<file path="config.mk">
export PLATFORM = sky130hd
export DESIGN_NAME = uart_rx
export DESIGN_NICKNAME = d
export VERILOG_FILES = /design/src/rtl/uart_rx_pkg.sv /design/src/rtl/uart_rx_rst_sync.sv /design/src/rtl/uart_rx_frame.sv /design/src/rtl/uart_rx_status.sv /design/src/rtl/uart_rx.sv
export SDC_FILE = /design/constraint.sdc
export NUM_CORES = 1
export LEC_CHECK = 0
export BUFFER_PORTS_ARGS = -buffer_cell sky130_fd_sc_hd__buf_2
export CAP_MARGIN = 20
export CORE_ASPECT_RATIO = 1.75
export CORE_MARGIN = 2
export CORE_UTILIZATION = 51
export CTS_BUF_LIST = sky130_fd_sc_hd__clkbuf_4 sky130_fd_sc_hd__clkbuf_8 sky130_fd_sc_hd__clkbuf_16
export CTS_CLUSTER_SIZE = 14
export DETAILED_ROUTE_END_ITERATION = 10
export MAX_ROUTING_LAYER = met4
export PLACE_DENSITY = 0.74
export RECOVER_POWER = 50
export SLEW_MARGIN = 20
export SYNTH_ARGS = -nofsm -noshare
export SYNTH_HDL_FRONTEND = slang
export SYNTH_SLANG_ARGS = --single-unit
</file>
<file path="constraint.sdc">
create_clock -name clk_i -period 1.3 [get_ports clk_i]
set_clock_uncertainty 0.1 [all_clocks]
set_input_delay 0.195 -clock clk_i [delete_from_list [all_inputs] [get_ports clk_i]]
set_output_delay 0.195 -clock clk_i [all_outputs]
set_load 0.01 [all_outputs]
</file>
<file path="src/rtl/uart_rx_pkg.sv">
package uart_rx_pkg;

  typedef enum logic [2:0] {
    ST_IDLE  = 3'd0,
    ST_START = 3'd1,
    ST_DATA  = 3'd2,
    ST_PAR   = 3'd3,
    ST_STOP  = 3'd4
  } rx_state_e;

endpackage

</file>
<file path="src/rtl/uart_rx_rst_sync.sv">
module uart_rx_rst_sync (
  input  logic clk_i,
  input  logic rst_ni,
  output logic rst_sn_o
);

  logic [1:0] stage_q;

  always_ff @(posedge clk_i or negedge rst_ni) begin
    if (!rst_ni) begin
      stage_q <= 2'b00;
    end else begin
      stage_q <= {stage_q[0], 1'b1};
    end
  end

  assign rst_sn_o = stage_q[1];

endmodule

</file>
<file path="src/rtl/uart_rx_frame.sv">
module uart_rx_frame
  import uart_rx_pkg::*;
#(
  parameter int DATA_W = 8,
  parameter int OVS    = 16
) (
  input  logic              clk_i,
  input  logic              rst_ni,
  input  logic              tick_i,
  input  logic              rx_i,
  input  logic              en_i,
  input  logic              par_en_i,
  input  logic              par_odd_i,
  output logic              busy_o,
  output logic              vld_o,
  output logic [DATA_W-1:0] data_o,
  output logic              perr_o,
  output logic              ferr_o
);

  localparam int CNT_W = $clog2(OVS);
  localparam int IDX_W = (DATA_W > 1) ? $clog2(DATA_W) : 1;
  localparam logic [CNT_W-1:0] MID  = CNT_W'(OVS / 2 - 1);
  localparam logic [CNT_W-1:0] LAST = CNT_W'(OVS - 1);
  localparam logic [IDX_W-1:0] TOP  = IDX_W'(DATA_W - 1);

  // two-flop synchronizer for the asynchronous line
  logic rx_m_q, rx_s_q;
  logic prev_q, prev_d;

  rx_state_e          state_q, state_d;
  logic [CNT_W-1:0]   cnt_q, cnt_d;
  logic [IDX_W-1:0]   idx_q, idx_d;
  logic [DATA_W-1:0]  shf_q, shf_d;
  logic               pacc_q, pacc_d;
  logic               vld_q, vld_d;
  logic               perr_q, perr_d;
  logic               ferr_q, ferr_d;

  always_ff @(posedge clk_i or negedge rst_ni) begin
    if (!rst_ni) begin
      rx_m_q <= 1'b1;
      rx_s_q <= 1'b1;
    end else begin
      rx_m_q <= rx_i;
      rx_s_q <= rx_m_q;
    end
  end

  always_comb begin
    state_d = state_q;
    cnt_d   = cnt_q;
    idx_d   = idx_q;
    shf_d   = shf_q;
    pacc_d  = pacc_q;
    perr_d  = perr_q;
    ferr_d  = ferr_q;
    vld_d   = 1'b0;
    prev_d  = tick_i ? rx_s_q : prev_q;

    if (!en_i) begin
      state_d = ST_IDLE;
      cnt_d   = '0;
    end else if (tick_i) begin
      unique case (state_q)
        ST_IDLE: begin
          if (prev_q && !rx_s_q) begin
            state_d = ST_START;
            cnt_d   = '0;
          end
        end
        ST_START: begin
          if (cnt_q == MID) begin
            cnt_d  = '0;
            idx_d  = '0;
            pacc_d = 1'b0;
            state_d = rx_s_q ? ST_IDLE : ST_DATA;
          end else begin
            cnt_d = cnt_q + 1'b1;
          end
        end
        ST_DATA: begin
          if (cnt_q == LAST) begin
            cnt_d  = '0;
            shf_d  = {rx_s_q, shf_q[DATA_W-1:1]};
            pacc_d = pacc_q ^ rx_s_q;
            if (idx_q == TOP) begin
              state_d = par_en_i ? ST_PAR : ST_STOP;
            end else begin
              idx_d = idx_q + 1'b1;
            end
          end else begin
            cnt_d = cnt_q + 1'b1;
          end
        end
        ST_PAR: begin
          if (cnt_q == LAST) begin
            cnt_d   = '0;
            pacc_d  = pacc_q ^ rx_s_q;
            state_d = ST_STOP;
          end else begin
            cnt_d = cnt_q + 1'b1;
          end
        end
        ST_STOP: begin
          if (cnt_q == LAST) begin
            cnt_d   = '0;
            vld_d   = 1'b1;
            ferr_d  = !rx_s_q;
            perr_d  = par_en_i && (pacc_q != par_odd_i);
            state_d = ST_IDLE;
          end else begin
            cnt_d = cnt_q + 1'b1;
          end
        end
        default: state_d = ST_IDLE;
      endcase
    end
  end

  always_ff @(posedge clk_i or negedge rst_ni) begin
    if (!rst_ni) begin
      state_q <= ST_IDLE;
      cnt_q   <= '0;
      idx_q   <= '0;
      shf_q   <= '0;
      pacc_q  <= 1'b0;
      vld_q   <= 1'b0;
      perr_q  <= 1'b0;
      ferr_q  <= 1'b0;
      prev_q  <= 1'b1;
    end else begin
      state_q <= state_d;
      cnt_q   <= cnt_d;
      idx_q   <= idx_d;
      shf_q   <= shf_d;
      pacc_q  <= pacc_d;
      vld_q   <= vld_d;
      perr_q  <= perr_d;
      ferr_q  <= ferr_d;
      prev_q  <= prev_d;
    end
  end

  assign busy_o = (state_q == ST_DATA) || (state_q == ST_PAR) || (state_q == ST_STOP);
  assign vld_o  = vld_q;
  assign data_o = shf_q;
  assign perr_o = perr_q;
  assign ferr_o = ferr_q;

endmodule

</file>
<file path="src/rtl/uart_rx_status.sv">
module uart_rx_status #(
  parameter int DATA_W = 8
) (
  input  logic              clk_i,
  input  logic              rst_ni,
  input  logic              en_i,
  input  logic              vld_i,
  input  logic [DATA_W-1:0] data_i,
  input  logic              perr_i,
  input  logic              ferr_i,
  input  logic              rd_i,
  output logic [DATA_W-1:0] rbuf_o,
  output logic              done_o,
  output logic              perr_o,
  output logic              ferr_o,
  output logic              ovr_o,
  output logic              esum_o
);

  logic [DATA_W-1:0] rbuf_q;
  logic done_q, done_d;
  logic perr_q, perr_d;
  logic ferr_q, ferr_d;
  logic ovr_q, ovr_d;
  logic esum_q, esum_d;
  logic load, clash;

  // a read in the same cycle as a completion frees the buffer first
  assign load  = en_i && vld_i && !ovr_q && (!done_q || rd_i);
  assign clash = en_i && vld_i && !ovr_q && done_q && !rd_i;

  always_comb begin
    done_d = done_q;
    perr_d = perr_q;
    ferr_d = ferr_q;
    ovr_d  = ovr_q;
    if (!en_i) begin
      done_d = 1'b0;
      perr_d = 1'b0;
      ferr_d = 1'b0;
      ovr_d  = 1'b0;
    end else if (load) begin
      done_d = 1'b1;
      perr_d = perr_i;
      ferr_d = ferr_i;
    end else if (clash) begin
      ovr_d = 1'b1;
    end else if (rd_i && !ovr_q) begin
      done_d = 1'b0;
      perr_d = 1'b0;
      ferr_d = 1'b0;
    end
    esum_d = perr_d | ferr_d | ovr_d;
  end

  always_ff @(posedge clk_i or negedge rst_ni) begin
    if (!rst_ni) begin
      rbuf_q <= '0;
    end else if (load) begin
      rbuf_q <= data_i;
    end
  end

  always_ff @(posedge clk_i or negedge rst_ni) begin
    if (!rst_ni) begin
      done_q <= 1'b0;
      perr_q <= 1'b0;
      ferr_q <= 1'b0;
      ovr_q  <= 1'b0;
      esum_q <= 1'b0;
    end else begin
      done_q <= done_d;
      perr_q <= perr_d;
      ferr_q <= ferr_d;
      ovr_q  <= ovr_d;
      esum_q <= esum_d;
    end
  end

  assign rbuf_o = rbuf_q;
  assign done_o = done_q;
  assign perr_o = perr_q;
  assign ferr_o = ferr_q;
  assign ovr_o  = ovr_q;
  assign esum_o = esum_q;

endmodule

</file>
<file path="src/rtl/uart_rx.sv">
module uart_rx #(
  parameter int DATA_W = 8,
  parameter int OVS    = 16
) (
  input  logic              clk_i,
  input  logic              rst_ni,
  input  logic              baud_tick_i,
  input  logic              rx_i,
  input  logic              rx_en_i,
  input  logic              par_en_i,
  input  logic              par_odd_i,
  input  logic              buf_rd_i,
  output logic [DATA_W-1:0] rbuf_o,
  output logic              busy_o,
  output logic              done_o,
  output logic              perr_o,
  output logic              ferr_o,
  output logic              ovr_o,
  output logic              esum_o
);

  logic              rst_sn;
  logic              frm_vld;
  logic [DATA_W-1:0] frm_data;
  logic              frm_perr;
  logic              frm_ferr;

  uart_rx_rst_sync u_rst (
    .clk_i    (clk_i),
    .rst_ni   (rst_ni),
    .rst_sn_o (rst_sn)
  );

  uart_rx_frame #(
    .DATA_W (DATA_W),
    .OVS    (OVS)
  ) u_frame (
    .clk_i     (clk_i),
    .rst_ni    (rst_sn),
    .tick_i    (baud_tick_i),
    .rx_i      (rx_i),
    .en_i      (rx_en_i),
    .par_en_i  (par_en_i),
    .par_odd_i (par_odd_i),
    .busy_o    (busy_o),
    .vld_o     (frm_vld),
    .data_o    (frm_data),
    .perr_o    (frm_perr),
    .ferr_o    (frm_ferr)
  );

  uart_rx_status #(
    .DATA_W (DATA_W)
  ) u_status (
    .clk_i  (clk_i),
    .rst_ni (rst_sn),
    .en_i   (rx_en_i),
    .vld_i  (frm_vld),
    .data_i (frm_data),
    .perr_i (frm_perr),
    .ferr_i (frm_ferr),
    .rd_i   (buf_rd_i),
    .rbuf_o (rbuf_o),
    .done_o (done_o),
    .perr_o (perr_o),
    .ferr_o (ferr_o),
    .ovr_o  (ovr_o),
    .esum_o (esum_o)
  );

endmodule

</file>
==> results.py <==
metrics = {
    "detailed_routing": {
        "post-route-drc-count": 0,
        "avgViaCountPerCell": 5.81,
        "antenna_left": 0,
        "dr_total_vias": 1597,
        "drtIter0Drc": 48,
        "firstDrtPassIters": 4,
        "wl_per_cell_um": 19.5,
        "wl_um": 5370,
    },
    "sta": {
        "worst_pin_slew_ns": 0.821,
        "max_freq_mhz": 466,
        "slew_viol_final": 0,
        "rsz0062_at_grt": "yes",
        "setup_tns_ns": -15.34,
        "hold_viol": 0,
        "period_share": 1.65,
        "period_minus_slack_ns": 2.15,
        "setup-violations-final": 32,
        "layout_setup_ws_ns": -0.846,
        "relSlewSlack": 0.453,
    },
    "cells_and_area": {
        "nNetsFinal": 239,
        "layout-drive-gt1-share": 0.507,
        "area.sequential_um2": 1010,
        "insertedDiodeCount": 0,
        "instances_no_fill": 275,
        "syn2layout_area_growth_pct": 43.8,
        "fin_util": 0.755,
        "fillers": 222,
        "multiInputGateArea_um2": 1030,
    },
    "critical_path": {
        "cp-end-kind": "flip-flop",
        "crit_start": "u_frame.cnt_q[0]",
        "r2r-end": "u_frame.state_q[1]",
        "worst-setup-path-type": "reg -> reg",
        "r2r_slack_ns": -0.85,
        "start_kind": "flip-flop",
        "crit_fanout": 3,
        "r2r_cells": 6,
        "crit_path_end": "u_frame.state_q[1]",
        "r2r-start": "u_frame.cnt_q[0]",
        "arrival_ns": 2.25,
        "crit_required_ns": 1.41,
    },
    "placement": {
        "place_ws_ns": -0.886,
        "numPortBuffers": 21,
        "place_inst": 260,
        "detailed_place_hpwl_um": 3180,
        "gp_congestion": 0.856,
    },
    "outcome": {
        "status": "complete, but fails checks",
        "violations": "negative setup slack",
    },
    "synth": {
        "synthAdderAreaFrac": 0.0201,
        "ys_top_cells_by_area": "dfrtp_1, mux2_2, dfstp_2",
        "yosysMostFrequentCell": "dfrtp_1",
        "synth_area_leader_cell": "dfrtp_1",
        "synth_seq_area_share": 0.538,
        "synth-compound-area-share": 0.113,
        "yosysUniqueCellTypes": 44,
        "synth_xor_area_frac": 0.0141,
        "synth_area_um2": 1870,
        "synth_warnings": 0,
        "synth_ff_type": "dfrtp_1",
        "synthTopCellsByCount": "dfrtp_1, mux2_2, o21ai_0, nand2_1, nand3_1",
        "synth_top_family_by_area": "simple AND/OR/NAND/NOR gates",
        "syn_inst": 167,
        "synth_area_per_cell_um2": 11.2,
        "ys_ff_latch": 40,
        "synth-simple-area-share": 0.162,
        "synth_top_area_frac": 0.496,
        "synth_edf_count": 0,
        "synthesis.nets": 178,
        "yosys-mux-area-fraction": 0.114,
        "synthArstFlopShare": 1.00,
    },
    "die": {
        "fp.dieH_um": 84.1,
        "rows": 29,
        "design.core.area_um2": 3560,
        "start_util": 0.525,
        "die-area_um2": 4180,
        "die_w_um": 49.8,
        "num_io_pins": 22,
    },
    "clock_tree": {
        "cts_made_buffers": 5,
        "numClockSinks": 40,
        "cts-root-buf": "clkbuf_8",
        "cts_tree": "done",
        "clkSlewWorstSetupHoldPaths_ns": 0.09,
        "clk_path_buf_depth": 2,
        "h-tree-depth": 2,
        "clock_latency_ns": 0.31,
    },
    "global_routing": {
        "grt_pass1_vias": 1648,
        "antenna_found_initial": 0,
        "overflow": 0,
        "grt_max_degree": 39,
        "grt_pass1_wl_um": 7980,
        "grtUsageTotal": 0.263,
    },
    "power_and_ir_drop": {
        "totalPowerFinal_w": 0.00279,
        "power.density_nw_per_um2": 1040,
        "ir_drop_mv": 1.17,
        "p_leak_nw": 1.29,
    },
    "flow_run": {
        "maxCapViolCount": 0,
    },
    "min_path": {
        "worst_hold_path_type": "in -> reg",
    },
}
-- sequential cells by signal (all words and copies together), names as in the netlist, 2 cells and up --
| name | cells |
|---|---|
| u_frame.data_o | 8 |
| u_status.rbuf_o | 8 |
| u_frame.cnt_q | 4 |
| u_frame.idx_q | 3 |
| u_frame.state_q | 3 |
| u_rst.stage_q | 2 |
-- where the power goes --
group	switching (W)	leakage, nW	internal (W)	total (W)
registers	0.0000502	0.533	0.00131	0.00136
clock network	0.000464	0.0541	0.000568	0.00103
logic	0.000218	0.699	0.000178	0.000396
-- logic make-up (layout without fill, tap and decap cells) --
kind of cell | count (synthesis) | after routing
AO/OA/AOI/OAI | 33 | 33
XOR/XNOR | 3 | 3
adder cells (fa/ha/maj) | 3 | 3
buffers and inverters | 15 | 77
flip-flops | 40 | 40
multiplexers | 19 | 19
other | 1 | 1
AND/OR/NAND/NOR | 53 | 53
-- cells in the final DEF (no fill, tap or decap), types with 2 or more instances in the layout --
cell type       n
dfrtp_1        36
buf_4          30
buf_2          21
mux2_4         17
o21ai_0         9
nand2b_1        7
nand2_1         7
nand3_1         7
inv_1           7
nor2_1          5
clkbuf_8        5
buf_6           5
nor2b_1         4
and3_4          3
o21ai_2         3
or3_1           3
dfstp_2         3
nand2_2         2
nand3b_1        2
xnor2_1         2
nor3b_2         2
a21oi_1         2
o21ai_1         2
o211ai_1        2
dlygate4sd3_1   2
buf_12          2
-- worst max-delay path: stages, from the launching register on --
cell      delay (ns)
dfrtp_1         0.41
ha_4            0.17
and3_4          0.20
nor2_1          0.06
or4_4           0.49
or4b_4          0.51
o311ai_4        0.10
-- timing repair --
| action | in CTS | in global routing |
|---|---|---|
| endpoints found under the setup margin | 32 | 33 |
| gates resized for setup | 24 | 24 |
| hold buffers | 2 | 0 |
| pin swaps | 5 | 5 |
| endpoints found under the hold margin | 3 | 0 |
| setup buffers | 4 | 3 |
-- metal layers --
layer | global-route usage | up-vias | routed length (um)
li1 | - | 712 | -
met5 | - | - | 0
met3 | 0.0376 | 22 | 247
met2 | 0.469 | 67 | 3040
met1 | 0.262 | 796 | 1860
met4 | 0.152 | 0 | 220
-- per-stage QoR --
stage | instance area (um^2) | hold WS, ns
after floorplan | 1960 | -0.201
after global placement | 2340 | -0.121
after detailed placement | 2340 | -0.117
after CTS | 2600 | 0.0701
after global routing | 2690 | 0.0871
final | 2690 | 0.0691
-- area by class of cell --
type,count,share of cell area
sequential,40,0.374
clock buffer,5,0.0256
tap,46,0.0214
timing repair buffer,61,0.168
clock inverter,3,0.0158
multi-input combinational,112,0.384
inverter,8,0.0112
-- worst min-delay path by stage --
stage                            end  cells after the start      from  slack (ns)
floorplan           u_rst.stage_q[0]                      0    rst_ni       -0.20
global placement    u_rst.stage_q[0]                      1    rst_ni       -0.12
detailed placement  u_rst.stage_q[1]                      1    rst_ni       -0.12
CTS                   u_frame.perr_o                      3  par_en_i        0.07
global route          u_frame.perr_o                      3  par_en_i        0.09
finish                u_frame.perr_o                      3  par_en_i        0.07
Note: power is estimated with default switching activity, not from simulation.
